<file path="src/rtl/nor_cmd_pkg.sv">
package nor_cmd_pkg;

    typedef enum logic [1:0] {
        MODE_READ  = 2'd0,
        MODE_CMD   = 2'd1,
        MODE_ERASE = 2'd2,
        MODE_SUSP  = 2'd3
    } mode_e;

    typedef enum logic [3:0] {
        ST_READ,
        ST_UNLK1,
        ST_UNLK2,
        ST_PGM,
        ST_ERS1,
        ST_ERS2,
        ST_ERS3,
        ST_EBUSY,
        ST_ESUSP
    } seq_state_e;

    localparam int unsigned CMD_W      = 8;
    localparam int unsigned KEY_ABITS  = 11;

    localparam logic [CMD_W-1:0] OP_UNLOCK_A = 8'hAA;
    localparam logic [CMD_W-1:0] OP_UNLOCK_B = 8'h55;
    localparam logic [CMD_W-1:0] OP_PROGRAM  = 8'hA0;
    localparam logic [CMD_W-1:0] OP_ERASE    = 8'h80;
    localparam logic [CMD_W-1:0] OP_SECTOR   = 8'h30;
    localparam logic [CMD_W-1:0] OP_SUSPEND  = 8'hB0;
    localparam logic [CMD_W-1:0] OP_RESUME   = 8'h30;
    localparam logic [CMD_W-1:0] OP_RESET    = 8'hF0;

    localparam logic [KEY_ABITS-1:0] KEY_ADDR_A = 11'h555;
    localparam logic [KEY_ABITS-1:0] KEY_ADDR_B = 11'h2AA;

endpackage

</file>
<file path="src/rtl/nor_pin_sync.sv">
module nor_pin_sync #(
    parameter int unsigned W      = 1,
    parameter int unsigned STAGES = 2,
    parameter logic [W-1:0] RST_VAL = '0
) (
    input  logic         clk,
    input  logic         rst_n,
    input  logic [W-1:0] d,
    output logic [W-1:0] q
);

    logic [W-1:0] pipe [STAGES];

    generate
        for (genvar s = 0; s < STAGES; s++) begin : g_stage
            if (s == 0) begin : g_first
                always_ff @(posedge clk or negedge rst_n) begin
                    if (!rst_n) pipe[s] <= RST_VAL;
                    else        pipe[s] <= d;
                end
            end else begin : g_next
                always_ff @(posedge clk or negedge rst_n) begin
                    if (!rst_n) pipe[s] <= RST_VAL;
                    else        pipe[s] <= pipe[s-1];
                end
            end
        end
    endgenerate

    assign q = pipe[STAGES-1];

endmodule

</file>
<file path="src/rtl/nor_bus_strobe.sv">
module nor_bus_strobe #(
    parameter int unsigned ADDR_W      = 22,
    parameter int unsigned DATA_W      = 16,
    parameter int unsigned SYNC_STAGES = 2
) (
    input  logic              clk,
    input  logic              rst_n,
    input  logic              ce_n,
    input  logic              we_n,
    input  logic              oe_n,
    input  logic [ADDR_W-1:0] addr,
    input  logic [DATA_W-1:0] din,
    output logic              wr_valid,
    output logic [ADDR_W-1:0] wr_addr,
    output logic [DATA_W-1:0] wr_data
);

    localparam int unsigned BUS_W = ADDR_W + DATA_W;

    // Reset to the "strobe active" level so that a strobe already held
    // at reset release never shows a leading edge.
    logic [2:0]       ctl_s;
    logic [BUS_W-1:0] bus_s;

    nor_pin_sync #(.W(3), .STAGES(SYNC_STAGES), .RST_VAL(3'b001)) u_ctl_sync (
        .clk   (clk),
        .rst_n (rst_n),
        .d     ({ce_n, we_n, oe_n}),
        .q     (ctl_s)
    );

    nor_pin_sync #(.W(BUS_W), .STAGES(SYNC_STAGES), .RST_VAL('0)) u_bus_sync (
        .clk   (clk),
        .rst_n (rst_n),
        .d     ({addr, din}),
        .q     (bus_s)
    );

    logic strobe_on;
    logic strobe_q;
    logic in_cycle;

    assign strobe_on = !ctl_s[2] && !ctl_s[1] && ctl_s[0];

    always_ff @(posedge clk or negedge rst_n) begin
        if (!rst_n) begin
            strobe_q <= 1'b1;
            in_cycle <= 1'b0;
            wr_valid <= 1'b0;
            wr_addr  <= '0;
            wr_data  <= '0;
        end else begin
            strobe_q <= strobe_on;
            wr_valid <= 1'b0;
            if (strobe_on && !strobe_q) begin
                in_cycle <= 1'b1;
                wr_addr  <= bus_s[BUS_W-1:DATA_W];
            end else if (!strobe_on && strobe_q && in_cycle) begin
                in_cycle <= 1'b0;
                wr_valid <= 1'b1;
                wr_data  <= bus_s[DATA_W-1:0];
            end
        end
    end

endmodule

</file>
<file path="src/rtl/nor_cmd_seq.sv">
module nor_cmd_seq
    import nor_cmd_pkg::*;
#(
    parameter int unsigned ADDR_W = 22,
    parameter int unsigned DATA_W = 16
) (
    input  logic              clk,
    input  logic              rst_n,
    input  logic              wr_valid,
    input  logic [ADDR_W-1:0] wr_addr,
    input  logic [DATA_W-1:0] wr_data,
    input  logic              erase_done,
    output mode_e             mode,
    output logic              prog_start,
    output logic              erase_start,
    output logic              susp_pulse,
    output logic              resume_pulse,
    output logic [ADDR_W-1:0] cap_addr,
    output logic [DATA_W-1:0] cap_data
);

    seq_state_e state, state_nx;
    logic nx_prog, nx_erase, nx_susp, nx_res;
    logic [CMD_W-1:0]     op;
    logic [KEY_ABITS-1:0] key;
    logic at_a, at_b;

    assign op   = wr_data[CMD_W-1:0];
    assign key  = wr_addr[KEY_ABITS-1:0];
    assign at_a = (key == KEY_ADDR_A);
    assign at_b = (key == KEY_ADDR_B);

    always_comb begin
        state_nx = state;
        nx_prog  = 1'b0;
        nx_erase = 1'b0;
        nx_susp  = 1'b0;
        nx_res   = 1'b0;
        unique case (state)
            ST_READ:
                if (wr_valid && op == OP_UNLOCK_A && at_a) state_nx = ST_UNLK1;
            ST_UNLK1:
                if (wr_valid) state_nx = (op == OP_UNLOCK_B && at_b) ? ST_UNLK2 : ST_READ;
            ST_UNLK2:
                if (wr_valid) begin
                    if (op == OP_PROGRAM && at_a)    state_nx = ST_PGM;
                    else if (op == OP_ERASE && at_a) state_nx = ST_ERS1;
                    else                             state_nx = ST_READ;
                end
            ST_PGM:
                if (wr_valid) begin
                    state_nx = ST_READ;
                    nx_prog  = 1'b1;
                end
            ST_ERS1:
                if (wr_valid) state_nx = (op == OP_UNLOCK_A && at_a) ? ST_ERS2 : ST_READ;
            ST_ERS2:
                if (wr_valid) state_nx = (op == OP_UNLOCK_B && at_b) ? ST_ERS3 : ST_READ;
            ST_ERS3:
                if (wr_valid) begin
                    if (op == OP_SECTOR) begin
                        state_nx = ST_EBUSY;
                        nx_erase = 1'b1;
                    end else begin
                        state_nx = ST_READ;
                    end
                end
            ST_EBUSY:
                if (erase_done) state_nx = ST_READ;
                else if (wr_valid && op == OP_SUSPEND) begin
                    state_nx = ST_ESUSP;
                    nx_susp  = 1'b1;
                end
            ST_ESUSP:
                if (wr_valid && op == OP_RESUME) begin
                    state_nx = ST_EBUSY;
                    nx_res   = 1'b1;
                end
            default: state_nx = ST_READ;
        endcase
    end

    // State register
    always_ff @(posedge clk or negedge rst_n) begin
        if (!rst_n) state <= ST_READ;
        else        state <= state_nx;
    end

    // Output register
    always_ff @(posedge clk or negedge rst_n) begin
        if (!rst_n) begin
            prog_start   <= 1'b0;
            erase_start  <= 1'b0;
            susp_pulse   <= 1'b0;
            resume_pulse <= 1'b0;
            cap_addr     <= '0;
            cap_data     <= '0;
        end else begin
            prog_start   <= nx_prog;
            erase_start  <= nx_erase;
            susp_pulse   <= nx_susp;
            resume_pulse <= nx_res;
            if (nx_prog || nx_erase) begin
                cap_addr <= wr_addr;
                cap_data <= wr_data;
            end
        end
    end

    always_comb begin
        unique case (state)
            ST_READ:  mode = MODE_READ;
            ST_EBUSY: mode = MODE_ERASE;
            ST_ESUSP: mode = MODE_SUSP;
            default:  mode = MODE_CMD;
        endcase
    end

endmodule

</file>
<file path="src/rtl/nor_cmd_front.sv">
module nor_cmd_front
    import nor_cmd_pkg::*;
#(
    parameter int unsigned ADDR_W      = 22,
    parameter int unsigned DATA_W      = 16,
    parameter int unsigned SYNC_STAGES = 2
) (
    input  logic              clk,
    input  logic              rst_n,
    input  logic              ce_n,
    input  logic              we_n,
    input  logic              oe_n,
    input  logic [ADDR_W-1:0] addr,
    input  logic [DATA_W-1:0] din,
    input  logic              erase_done,
    output logic [1:0]        mode,
    output logic              prog_start,
    output logic              erase_start,
    output logic              susp_pulse,
    output logic              resume_pulse,
    output logic [ADDR_W-1:0] cap_addr,
    output logic [DATA_W-1:0] cap_data
);

    logic              wr_valid;
    logic [ADDR_W-1:0] wr_addr;
    logic [DATA_W-1:0] wr_data;
    mode_e             mode_int;

    nor_bus_strobe #(
        .ADDR_W      (ADDR_W),
        .DATA_W      (DATA_W),
        .SYNC_STAGES (SYNC_STAGES)
    ) u_strobe (
        .clk      (clk),
        .rst_n    (rst_n),
        .ce_n     (ce_n),
        .we_n     (we_n),
        .oe_n     (oe_n),
        .addr     (addr),
        .din      (din),
        .wr_valid (wr_valid),
        .wr_addr  (wr_addr),
        .wr_data  (wr_data)
    );

    nor_cmd_seq #(
        .ADDR_W (ADDR_W),
        .DATA_W (DATA_W)
    ) u_seq (
        .clk          (clk),
        .rst_n        (rst_n),
        .wr_valid     (wr_valid),
        .wr_addr      (wr_addr),
        .wr_data      (wr_data),
        .erase_done   (erase_done),
        .mode         (mode_int),
        .prog_start   (prog_start),
        .erase_start  (erase_start),
        .susp_pulse   (susp_pulse),
        .resume_pulse (resume_pulse),
        .cap_addr     (cap_addr),
        .cap_data     (cap_data)
    );

    assign mode = mode_int;

endmodule

</file>
<file path="config.mk">
export PLATFORM = sky130hd
export DESIGN_NAME = nor_cmd_front
export DESIGN_NICKNAME = d
export VERILOG_FILES = /design/src/rtl/nor_cmd_pkg.sv /design/src/rtl/nor_pin_sync.sv /design/src/rtl/nor_bus_strobe.sv /design/src/rtl/nor_cmd_seq.sv /design/src/rtl/nor_cmd_front.sv
export SDC_FILE = /design/constraint.sdc
export NUM_CORES = 1
export LEC_CHECK = 0
export BUFFER_PORTS_ARGS = -buffer_cell sky130_fd_sc_hd__buf_2
export CORE_MARGIN = 2
export CORE_UTILIZATION = 56
export DETAILED_ROUTE_END_ITERATION = 6
export MAX_ROUTING_LAYER = met4
export PLACE_DENSITY = 0.87
export SKIP_LAST_GASP = 1
export SYNTH_ARGS = -nofsm -noshare
export SYNTH_HDL_FRONTEND = slang
export SYNTH_HIERARCHICAL = 1
export SYNTH_SLANG_ARGS = --single-unit
</file>
<file path="constraint.sdc">
create_clock -name clk -period 2.3 [get_ports clk]
set_clock_uncertainty 0.1 [all_clocks]
set_input_delay 0.69 -clock clk [delete_from_list [all_inputs] [get_ports clk]]
set_output_delay 0.69 -clock clk [all_outputs]
set_load 0.1 [all_outputs]
</file>
==> flow_summary_export.csv <==
group,metric,value,unit
timing,finalWorstSetupSlack,-0.2201,ns
floorplanning,die_h,108.0,um
clock_network,clk_pin_slew,0.07,ns
outcome,failed_checks,"setup timing",
worst_setup_path,arrival,1.73,ns
timing,timing.slew.headroom,66.61,%
logic_synthesis,avgSynthCellArea,16.37,sq um
timing,worst_pin_slew,0.4939,ns
floorplanning,dieArea,11670,sq um
worst_setup_path,slowest_delay,0.56,ns
logic_synthesis,synth_warnings,6,
final_layout,final_cell_area,7069,sq um
timing,timing.final.crit_share,109.6,%
logic_synthesis,synth_area,6058,sq um
min_path,min_path_cells,1,
routing,drt_first_pass_iters,4,
final_layout,area_growth,16.69,%
worst_setup_path,r2r.worst_path.cells,5,
timing,tns,-0.3728,ns
clock_network,htree_levels,4,
routing,wl_met3,376,um
outcome,outcome,"finished, violations left",
floorplanning,core-area,10420,sq um
power,leakage,3.498,nW
logic_synthesis,synth_flop_cell,"dfrtp_1",
routing,final_antenna_net_count,0,
logic_synthesis,synth-edff-count,0,
floorplanning,initial_core_util,58.16,%
routing,drtIter0Drc,127,
routing,drc_errors,0,
worst_setup_path,worstSetupPathType,"register to primary output",
logic_synthesis,syn-num-nets,414,
routing,drt-met1-wl,4.359,mm
clock_network,numCtsBuffers,17,
final_layout,drive_gt1_share,50.11,%
routing,wl_met2,5.188,mm
logic_synthesis,yosys.cell_types.count,45,
worst_setup_path,crit_fanout,2,
timing,rsz0062_at_grt,"yes",
place,io_buffer_count,87,
place,place_area,6459,sq um
routing,vias,2967,
logic_synthesis,synth.ff_latch_count,169,
timing,report.final.slew_viol_count,0,
global_routing,antenna_found_initial,0,
final_layout,n_antenna_cell,0,
floorplanning,dieWidth,108.0,um
logic_synthesis,ys_async_sr_fraction,100.0,%
final_layout,fillers,722,
timing,clock.fmax,396.8,MHz
min_path,hp-class,"input pin to register",
global_routing,grt_pass1_wl,16.76,mm
clock_network,cts_buffer_depth,2,
global_routing,grt_usage,20.08,%
flow_run,drv_cap,0,
timing,hold_viol_final,0,
place,dp_hpwl,6.657,mm
worst_setup_path,end_kind,"primary output",
global_routing,grt-ovfl-total,0,
worst_setup_path,start_kind,"register",
worst_setup_path,crit_required,1.51,ns
place,post-place-ws,0.1292,ns
routing,postRouteWirelength,10.06,mm
clock_network,cts_root_buffer,"clkbuf_8",
power,power_density,1147,nW/um^2
worst_setup_path,critPathSlowestCell,"or4b_4",
timing,fin_crit,2.520,ns
timing,setup_viol,2,
routing,post_drt_wl_per_cell,17.19,um
place,gp_congestion,0.8378,
clock_network,cts_tree,"yes",
logic_synthesis,synth_cells,370,
clock_network,cts_sinks,169,
floorplanning,fp-row-count,37,
power,vdd_drop_max,0.0008740,V
routing,top_layer,"met4",
global_routing,grt_max_degree,53,
logic_synthesis,ys_seq_area_share,69.87,%
global_routing,grt_pass1_vias,3205,
clock_network,clk_latency,0.53,ns
worst_setup_path,worstPathCellList,"or4b_4 > nand2_4 > buf_12",
routing,vias_per_cell,5.072,
final_layout,fin_nets,480,
floorplanning,io_pins,88,
-- cell usage after synthesis, types with 2 or more instances --
library cell	n	area share, %
inv_1	4	0.25
nand2_1	7	0.43
buf_2	7	0.58
a211oi_1	2	0.25
mux2_2	59	11
nor3_1	4	0.33
and3_1	2	0.21
dfrtp_1	166	69
nand4b_1	2	0.29
nor4bb_1	2	0.33
and2_1	2	0.21
and4b_1	2	0.33
dfstp_2	3	1.3
nor3b_1	2	0.25
a211o_1	2	0.29
o21ai_0	3	0.25
o21ai_2	2	0.29
nor2_1	7	0.43
buf_6	4	0.74
or2_2	2	0.21
nor4b_1	5	0.72
nand4_1	2	0.21
mux2_4	17	4.2
buf_4	41	5.1
-- critical path, delay by kind of cell (launching register included) --
kind	cells	cell delay (ns)
AND/OR/NAND/NOR	2	0.65
flip-flops	1	0.38
buffers and inverters	1	0.17
-- routing by layer --
layer,track usage [%],up-vias
met3,4.702,13
met1,25.95,1509
met5,-,-
met4,7.875,0
li1,-,1370
met2,31.22,75
-- cell families (layout without fill, tap and decap cells) --
logic type / count (synthesis) / count (layout) / share of synthesized area (%)
AO/OA/AOI/OAI: 15 / 15 / 1.818
buffers and inverters: 57 / 136 / 6.733
flip-flops: 169 / 169 / 69.87
AND/OR/NAND/NOR: 51 / 51 / 6.051
multiplexers: 78 / 78 / 15.53
-- cell type report --
class	instances	area [sq um]	area share [%]
Clock inverter	15	160.2	2.265
Tap cell	136	170.2	2.407
Sequential cell	169	4233	59.88
Inverter	4	15.01	0.2124
Multi-Input combinational cell	144	1451	20.53
Clock buffer	17	414.1	5.858
Timing Repair Buffer	100	625.6	8.850
-- cell usage in the layout, fill, tap and decap left out, types with 2 or more instances in the layout --
| cell type | n |
|---|---|
| o21ai_0 | 3 |
| dfstp_2 | 3 |
| buf_2 | 84 |
| and4b_1 | 2 |
| and3_1 | 2 |
| buf_4 | 7 |
| mux2_4 | 17 |
| clkbuf_16 | 16 |
| nor2_1 | 7 |
| inv_1 | 4 |
| nand4b_1 | 2 |
| or2_2 | 2 |
| nor3b_1 | 2 |
| clkinv_8 | 4 |
| nand2_1 | 6 |
| nor4bb_1 | 2 |
| dfrtp_1 | 166 |
| mux2_2 | 59 |
| nor4b_1 | 5 |
| buf_6 | 2 |
| a211oi_1 | 2 |
| inv_6 | 5 |
| nor3_1 | 3 |
| buf_12 | 6 |
| nand4_1 | 2 |
| and2_1 | 2 |
| clkinv_4 | 4 |
| a211o_1 | 2 |
-- worst paths after layout --
check	from	to	slack, ns
min reg2reg	u_strobe/u_bus_sync/pipe[56]$_DFF_PN0_	u_strobe/u_bus_sync/q[18]$_DFF_PN0_	0.24
max reg2reg	u_strobe/wr_data[4]$_DFFE_PN0P_	u_seq/state[0]$_DFFE_PN0P_	0.21
min in group asynchronous	rst_n	u_strobe/wr_addr[12]$_DFFE_PN0P_	0.56
min	oe_n	u_strobe/u_ctl_sync/pipe[3]$_DFF_PN1_	0.16
max	u_seq/state[1]$_DFFE_PN0P_	mode[1]	-0.22
max in group asynchronous	rst_n	u_strobe/strobe_q$_DFF_PN1_	0.93
-- stage by stage --
stage,total power [W],utilization (%),instances,hold WS [ns]
detailed placement,0.005491,62.01,551,0.2347
finish,0.008107,67.87,585,0.1582
global route,0.008474,67.87,585,0.1239
CTS,0.008182,67.77,585,0.1239
floorplan,0.005040,-,370,0.2312
global placement,0.005409,62.01,551,0.2317
-- what timing repair did --
action	in CTS	in global routing
endpoints found under the setup margin	2	4
gates resized for setup	2	2
endpoints found under the hold margin	42	0
buffers inserted	1	0
cloned	0	0
hold buffers	1	0
pin swaps	1	1
-- flip-flops by register name, indices dropped and copies added (netlist names), 3 cells and up --
| signal | cells |
|---|---|
| u_strobe/wr_data | 16 |
| u_strobe/wr_addr | 22 |
| u_seq/state | 4 |
| u_strobe/u_ctl_sync/q | 3 |
| u_strobe/u_ctl_sync/pipe | 3 |
| u_seq/cap_data | 16 |
| u_seq/cap_addr | 22 |
| u_strobe/u_bus_sync/pipe | 38 |
| u_strobe/u_bus_sync/q | 38 |
-- report_power, final --
part	internal, W	switching (W)	total [W]
Clock	0.00139	0.00126	0.00265
Sequential	0.00335	0.000291	0.00364
Combinational	0.000564	0.00125	0.00181
Note: power is estimated with default switching activity, not from simulation.
